### config.mk
export PLATFORM = sky130hd
export DESIGN_NAME = nine_bit_spi_ser
export DESIGN_NICKNAME = d
export VERILOG_FILES = /design/src/rtl/nine_bit_spi_ser.sv
export SDC_FILE = /design/constraint.sdc
export NUM_CORES = 1
export LEC_CHECK = 0
export BUFFER_PORTS_ARGS = -buffer_cell sky130_fd_sc_hd__buf_2
export CORE_UTILIZATION = 47
export CTS_CLUSTER_SIZE = 25
export DETAILED_ROUTE_END_ITERATION = 8
export MAX_ROUTING_LAYER = met4
export PLACE_DENSITY = 0.75
export SYNTH_ARGS = -nofsm -noshare
export SYNTH_HDL_FRONTEND = slang
export SYNTH_SLANG_ARGS = --single-unit
### constraint.sdc
create_clock -name clk -period 4.05 [get_ports clk]
set_input_delay 0.81 -clock clk [delete_from_list [all_inputs] [get_ports clk]]
set_output_delay 0.81 -clock clk [all_outputs]
set_load 0.01 [all_outputs]
### src/rtl/nine_bit_spi_ser.sv
module nine_bit_spi_ser #(
  parameter int HALF = 7
) (
  input  logic       clk,
  input  logic       rst_n,
  input  logic       in_valid,
  output logic       in_ready,
  input  logic [7:0] in_byte,
  input  logic       in_is_data,
  input  logic       in_last,
  input  logic [7:0] pad_op,
  output logic       sclk,
  output logic       mosi,
  output logic       cs_n,
  output logic       busy
);
  localparam int TW = $clog2(2 * HALF + 1);
  localparam logic [TW-1:0] T_HALF = TW'(HALF - 1);
  localparam logic [TW-1:0] T_GAP  = TW'(2 * HALF - 1);

  typedef enum logic [2:0] {S_IDLE, S_LO, S_HI, S_WAIT, S_TAIL, S_GAP} st_t;

  st_t           st;
  logic [TW-1:0] tmr;
  logic [8:0]    sh;
  logic [3:0]    bidx;
  logic [2:0]    mod8;
  logic          last_q;
  logic          sclk_q;
  logic          cs_q;

  assign in_ready = (st == S_IDLE) || (st == S_WAIT);
  assign busy     = (st != S_IDLE);
  assign sclk     = sclk_q;
  assign cs_n     = cs_q;
  assign mosi     = sh[8];

  wire take = in_valid && in_ready;

  always_ff @(posedge clk) begin
    if (!rst_n) begin
      st     <= S_IDLE;
      tmr    <= '0;
      sh     <= '0;
      bidx   <= '0;
      mod8   <= '0;
      last_q <= 1'b0;
      sclk_q <= 1'b0;
      cs_q   <= 1'b1;
    end else begin
      case (st)
        S_IDLE, S_WAIT: begin
          if (take) begin
            sh     <= {in_is_data, in_byte};
            last_q <= in_last;
            bidx   <= '0;
            tmr    <= '0;
            cs_q   <= 1'b0;
            st     <= S_LO;
          end
        end
        S_LO: begin
          if (tmr == T_HALF) begin
            tmr    <= '0;
            sclk_q <= 1'b1;
            st     <= S_HI;
          end else begin
            tmr <= tmr + 1'b1;
          end
        end
        S_HI: begin
          if (tmr == T_HALF) begin
            tmr    <= '0;
            sclk_q <= 1'b0;
            mod8   <= mod8 + 3'd1;
            if (bidx != 4'd8) begin
              sh   <= {sh[7:0], 1'b0};
              bidx <= bidx + 4'd1;
              st   <= S_LO;
            end else if (!last_q) begin
              st <= S_WAIT;
            end else if (mod8 == 3'd7) begin
              st <= S_TAIL;
            end else begin
              sh   <= {1'b0, pad_op};
              bidx <= '0;
              st   <= S_LO;
            end
          end else begin
            tmr <= tmr + 1'b1;
          end
        end
        S_TAIL: begin
          if (tmr == T_HALF) begin
            tmr  <= '0;
            cs_q <= 1'b1;
            st   <= S_GAP;
          end else begin
            tmr <= tmr + 1'b1;
          end
        end
        S_GAP: begin
          if (tmr == T_GAP) begin
            tmr <= '0;
            st  <= S_IDLE;
          end else begin
            tmr <= tmr + 1'b1;
          end
        end
        default: st <= S_IDLE;
      endcase
    end
  end

  logic [TW-1:0] chk_hi;
  always_ff @(posedge clk) begin
    if (!rst_n) chk_hi <= '0;
    else        chk_hi <= sclk ? chk_hi + 1'b1 : '0;
  end

  assert_sclk_idle_R5: assert property (@(posedge clk) disable iff (!rst_n)
    cs_n |-> !sclk);
  assert_mosi_quiet_R5: assert property (@(posedge clk) disable iff (!rst_n)
    (sclk && $past(sclk)) |-> $stable(mosi));
  assert_hi_len_R6: assert property (@(posedge clk) disable iff (!rst_n)
    $fell(sclk) |-> (chk_hi == TW'(HALF)));
  assert_hi_max_R6: assert property (@(posedge clk) disable iff (!rst_n)
    sclk |-> (chk_hi < TW'(HALF)));
  assert_align_R4: assert property (@(posedge clk) disable iff (!rst_n)
    $rose(cs_n) |-> (mod8 == 3'd0));
  assert_cs_tail_R7: assert property (@(posedge clk) disable iff (!rst_n)
    $rose(cs_n) |-> (!sclk && $past(!sclk)));
  assert_ready_low_R8: assert property (@(posedge clk) disable iff (!rst_n)
    sclk |-> !in_ready);
  assert_busy_cs_R8: assert property (@(posedge clk) disable iff (!rst_n)
    !cs_n |-> busy);
endmodule

After elaboration in Yosys (flattened, before gate mapping):

Index checks and enable logic that the tools add are counted.

* add/sub/neg operators: 3
* $mul: 0
* div/mod/pow operators: 0
* magnitude comparators: 0
* equal/unequal tests: 16
* shifts and indexed selects: 0
* mux-type cells: 29
* bitwise operators: 0
* reduce and logical (&&, ||, !) cells: 17

Operators by type and width (number)
* two-way mux 9 bit: 5
* two-way mux 4 bit: 7
* two-way mux 3 bit: 8
* case mux 9 bit (2 select lines): 1
* case mux 3 bit (5 select lines): 1
* case mux 4 bit (3 select lines): 1
* != test 2 bit, second input constant: 5
* AND reduction 5 bit: 2
* == test 3 bit, second input constant: 3
* adder 4 x 1 -> 4 bit, second input constant: 2
* case mux 4 bit (2 select lines): 1
* == test 3 x 2 -> 1 bit, second input constant: 2
* != test 3 bit, second input constant: 2
* AND reduction 2 bit: 3
* AND reduction 3 bit: 2
* nonzero test 2 bit: 3
* nonzero test 3 bit: 2
* == test 4 x 3 -> 1 bit, second input constant: 1
* == test 4 bit, second input constant: 1
* != test 4 bit, second input constant: 1
* case mux 1 bit (2 select lines): 2
* adder 3 x 1 -> 3 bit, second input constant: 1
* == test 3 x 1 -> 1 bit, second input constant: 1
* logical NOT 3 bit: 1
* other kinds (5): 7

* flip-flop bits (word level): 26
* bits in latches: 0
* RAM bits: 0
* memory bits (read-only): 0
* memories kept: 0

Logic depth before layout (Yosys ltp):

* depth after elaboration: 6
* gate-level depth with buffers: 8
* mapped depth without buffers: 7

Worst setup path before layout:

OpenSTA, ideal clock, no wires.

* path kind: in2reg
* start: input in_valid
* end: register bidx[3]
* setup time: 117 ps
* arrival: 1792 ps
* data required time: 3933 ps
* path slack: 2140 ps
* stages on the path: 5
* path buffers: 0
* cells stage by stage: a21boi_0 > a311o_1 > a21oi_4 > nand2_2 > a32o_1

* word-level cells in the longest chain between the ends: 3

Ends and longest elaborated chain
* start: declaration: RTL line 6 `input logic in_valid,`
* logical AND 1 bit: RTL line 38 `wire take = in_valid && in_ready;`
* != test 2 bit (no source line)
* AND reduction 5 bit (no source line)
* end signal: assignment: RTL line 78 `bidx <= bidx + 4'd1;`
* end: declaration: RTL line 26 `logic [3:0] bidx;`

Every way passes these cells.
A chain may end at the register's enable or synchronous reset.

Final worst setup path:

* start: register st[1]
* end: output in_ready

* word-level cells in the longest chain between the ends: 2

Ends and longest elaborated chain
* start: declaration: RTL line 23 `st_t st;`
* start signal: assignment: RTL line 42 `st <= S_IDLE;`
* start signal: assignment: RTL line 59 `st <= S_LO;`
* start signal: assignment: RTL line 66 `st <= S_HI;`
* == test 3 x 2 -> 1 bit / logical NOT 3 bit (equally long branches): RTL line 32 `assign in_ready = (st == S_IDLE) || (st == S_WAIT);`
* logical OR 1 bit *: RTL line 32
* end: declaration: RTL line 7 `output logic in_ready,`

Mark *: on every way between the ends. The rest lies on a longest branch, timed or not.

==> impl_metrics.ini <==
[status]
status = complete, no violations

[timing]
worst_pin_slew_ns = 0.7616
setup_viol = 0
fmax_ghz = 0.4077
finalClockSkew_ns = 0.01660
min_period_over_period_pct = 60.57
finalHoldViolCount = 0
slew_viol_final = 0
fin_tns_setup_ns = 0
relSlewSlack_pct = 49.07
finalCriticalPeriod_ns = 2.453
rsz0062_at_grt = no
hold_ws_ns = 0.4780

[power_and_ir_drop]
leakage_nw = 0.8006
ir_drop_v = 0.0002940
powerDensity_nw_per_um2 = 307.0
p_total_uw = 539.3

[worst_setup_path]
crit_chain = nand2b_1 > nand2_1 > nor2_1 > buf_2
path_delay_family = flip-flops
rrSetupSlack_ns = 1.65
cp_max_fo = 20
cp_slowest_cell = dfxtp_1
cp.arrival_ns = 1.64
critPathRequiredTime_ns = 3.24
cp_num_buf_inv = 1
setup.worst_path.start_class = flip-flop
max_stage_delay_ns = 0.73
crit_path_end_kind = primary output
path_class = reg2out

[worst_hold_path]
hold_path_class = reg2reg

[routing]
dr.pass1.iters = 4
met3_wirelength_um = 103
drt-initial-drc-count = 93
wl_per_cell_um = 11.98
vias = 1340
final_antenna_net_count = 0
wl_met2_mm = 1.331
top_layer_used = met4
met1Wirelength_mm = 1.568
routed_wl_mm = 3.030
drc = 0
vias_per_cell = 5.296

[floorplanning]
die_h_um = 60.03
rows = 20
fp.coreArea_um2 = 3128
initial_core_util_pct = 50.60
dieArea_um2 = 3604
ios = 26
die_w_um = 60.03

[placed_design]
hpwlAfterDp_mm = 2.087
finalWeightedCongestion = 0.8209
placed_cell_area_um2 = 1704
place.port_buffers = 25
dp_cells = 249

[clocking]
clk_latency_ns = 0.33
cts_setup_buffers = 0
cts-root-buf = clkbuf_4
cts_hold_buffers = 0
cts-resized-gates = 0
cts_made_buffers = 3
cts_tree = built
path_clk_slew_ns = 0.16
htreeDepth = 1
ctsLongestPathBuffers = 2
clock-sinks = 26

[yosys]
synthDistinctLibCells = 50
synthTopCellsByArea = dfxtp_1 33%, mux2i_1 6.3%, ha_1 5.5%, nor2_1 5.0%, nand2_1 3.8%
synth_top_area_share_pct = 32.89
synth.largest_area_cell = dfxtp_1
synth_nets = 220
postSynthCellCount = 192
seq_area_frac_synth_pct = 32.89
synth-edff-count = 0
yosysWarnings = 0
syn_area_per_cell_um2 = 8.244
synthFlopType = dfxtp_1
syn_area_um2 = 1583
yosys_register_bits = 26
synthArstFlopShare_pct = 0

[layout]
drive_gt1_share_pct = 18.18
final_nets = 238
area_delta_synth_final_pct = 10.99
fin_cells = 253
final_common_cell = dfxtp_1
finalInstanceArea_um2 = 1757
antenna_cells = 0
layout_common_cells = 26 x dfxtp_1, 25 x buf_2, 21 x nor2_1

[global_routing]
track_usage_pct = 19.04
grt_max_degree = 24
grt_pass1_vias = 1130
grt_overflow_total = 0
antenna_found_initial = 0
grt_pass1_wl_mm = 5.023

[run]
maxCapViolations = 0
==> synthesized netlist by cell type (all sizes together), types with 2 or more instances <==
| master | count |
|---|---|
| clkbuf | 5 |
| a21o | 2 |
| nor3 | 4 |
| and3 | 2 |
| a32o | 2 |
| nor2 | 22 |
| o22ai | 8 |
| dfxtp | 26 |
| nand2b | 4 |
| o211a | 2 |
| ha | 7 |
| buf | 7 |
| a21boi | 3 |
| nand3b | 3 |
| a22oi | 2 |
| nor2b | 4 |
| xnor2 | 2 |
| o31ai | 3 |
| nor3b | 2 |
| inv | 7 |
| mux2i | 10 |
| a21oi | 10 |
| nand3 | 9 |
| o21ai | 10 |
| nand2 | 18 |
==> cell type report <==
cell class              instances  area [µm²]
inverters                       7       26.28
well taps                      44       55.05
repair buffers                 25       125.1
flip-flops and latches         26       520.5
clock inverters                 1       30.03
clock buffers                   3       22.52
fillers                       301        1371
multi-input cells             147       977.2
==> sequential cells by signal, summed over array words and instances, names as in the netlist <==
name	cells
st	3
mod8	3
cs_n	1
sclk	1
tmr	4
last_q	1
bidx	4
sh	9
==> worst reg2reg max path: stages, from the launching register on <==
cell	delay, ns
dfxtp_1	0.38
inv_1	0.08
ha_1	0.19
nand3b_1	0.57
o21ai_0	0.30
a21oi_4	0.48
nand2_2	0.07
a32o_1	0.27
==> stage by stage <==
stage	util, %	setup slack [ns]
after floorplan	-	2.140
after detailed placement	54.48	1.653
after global placement	54.48	1.717
final	56.16	1.597
after global routing	56.16	1.412
after CTS	56.16	1.605
==> per-layer routing <==
| metal | vias up | global-route usage (%) |
|---|---|---|
| met4 | 0 | 5.648 |
| met1 | 593 | 25.20 |
| met2 | 25 | 28.73 |
| met3 | 2 | 4.545 |
| li1 | 720 | - |
| met5 | - | - |
==> final timing paths <==
| kind | startpoint | to | depth (start not counted) |
|---|---|---|---|
| worst min-delay path | sh[1] | sh[1] | 2 |
| worst max-delay path | st[1] | in_ready | 4 |
| worst min register to register | sh[1] | sh[1] | 2 |
| worst max register to register | bidx[0] | bidx[3] | 7 |
==> power by group <==
group | switching [mW] | internal, mW | total, mW
Clock | 0.0816 | 0.100 | 0.182
Sequential | 0.0112 | 0.269 | 0.280
Combinational | 0.0423 | 0.0354 | 0.0778
==> logic make-up (layout without fill, tap and decap cells) <==
family | Yosys count | count (layout) | share of synthesized area, %
simple gates | 75 | 75 | 25.30
compound gates | 51 | 51 | 22.21
flops | 26 | 26 | 32.89
buf+inv | 19 | 36 | 5.375
mux | 11 | 11 | 7.036
fa+ha+maj | 7 | 7 | 5.533
xor+xnor | 3 | 3 | 1.660
(Power assumes the default switching activity.)
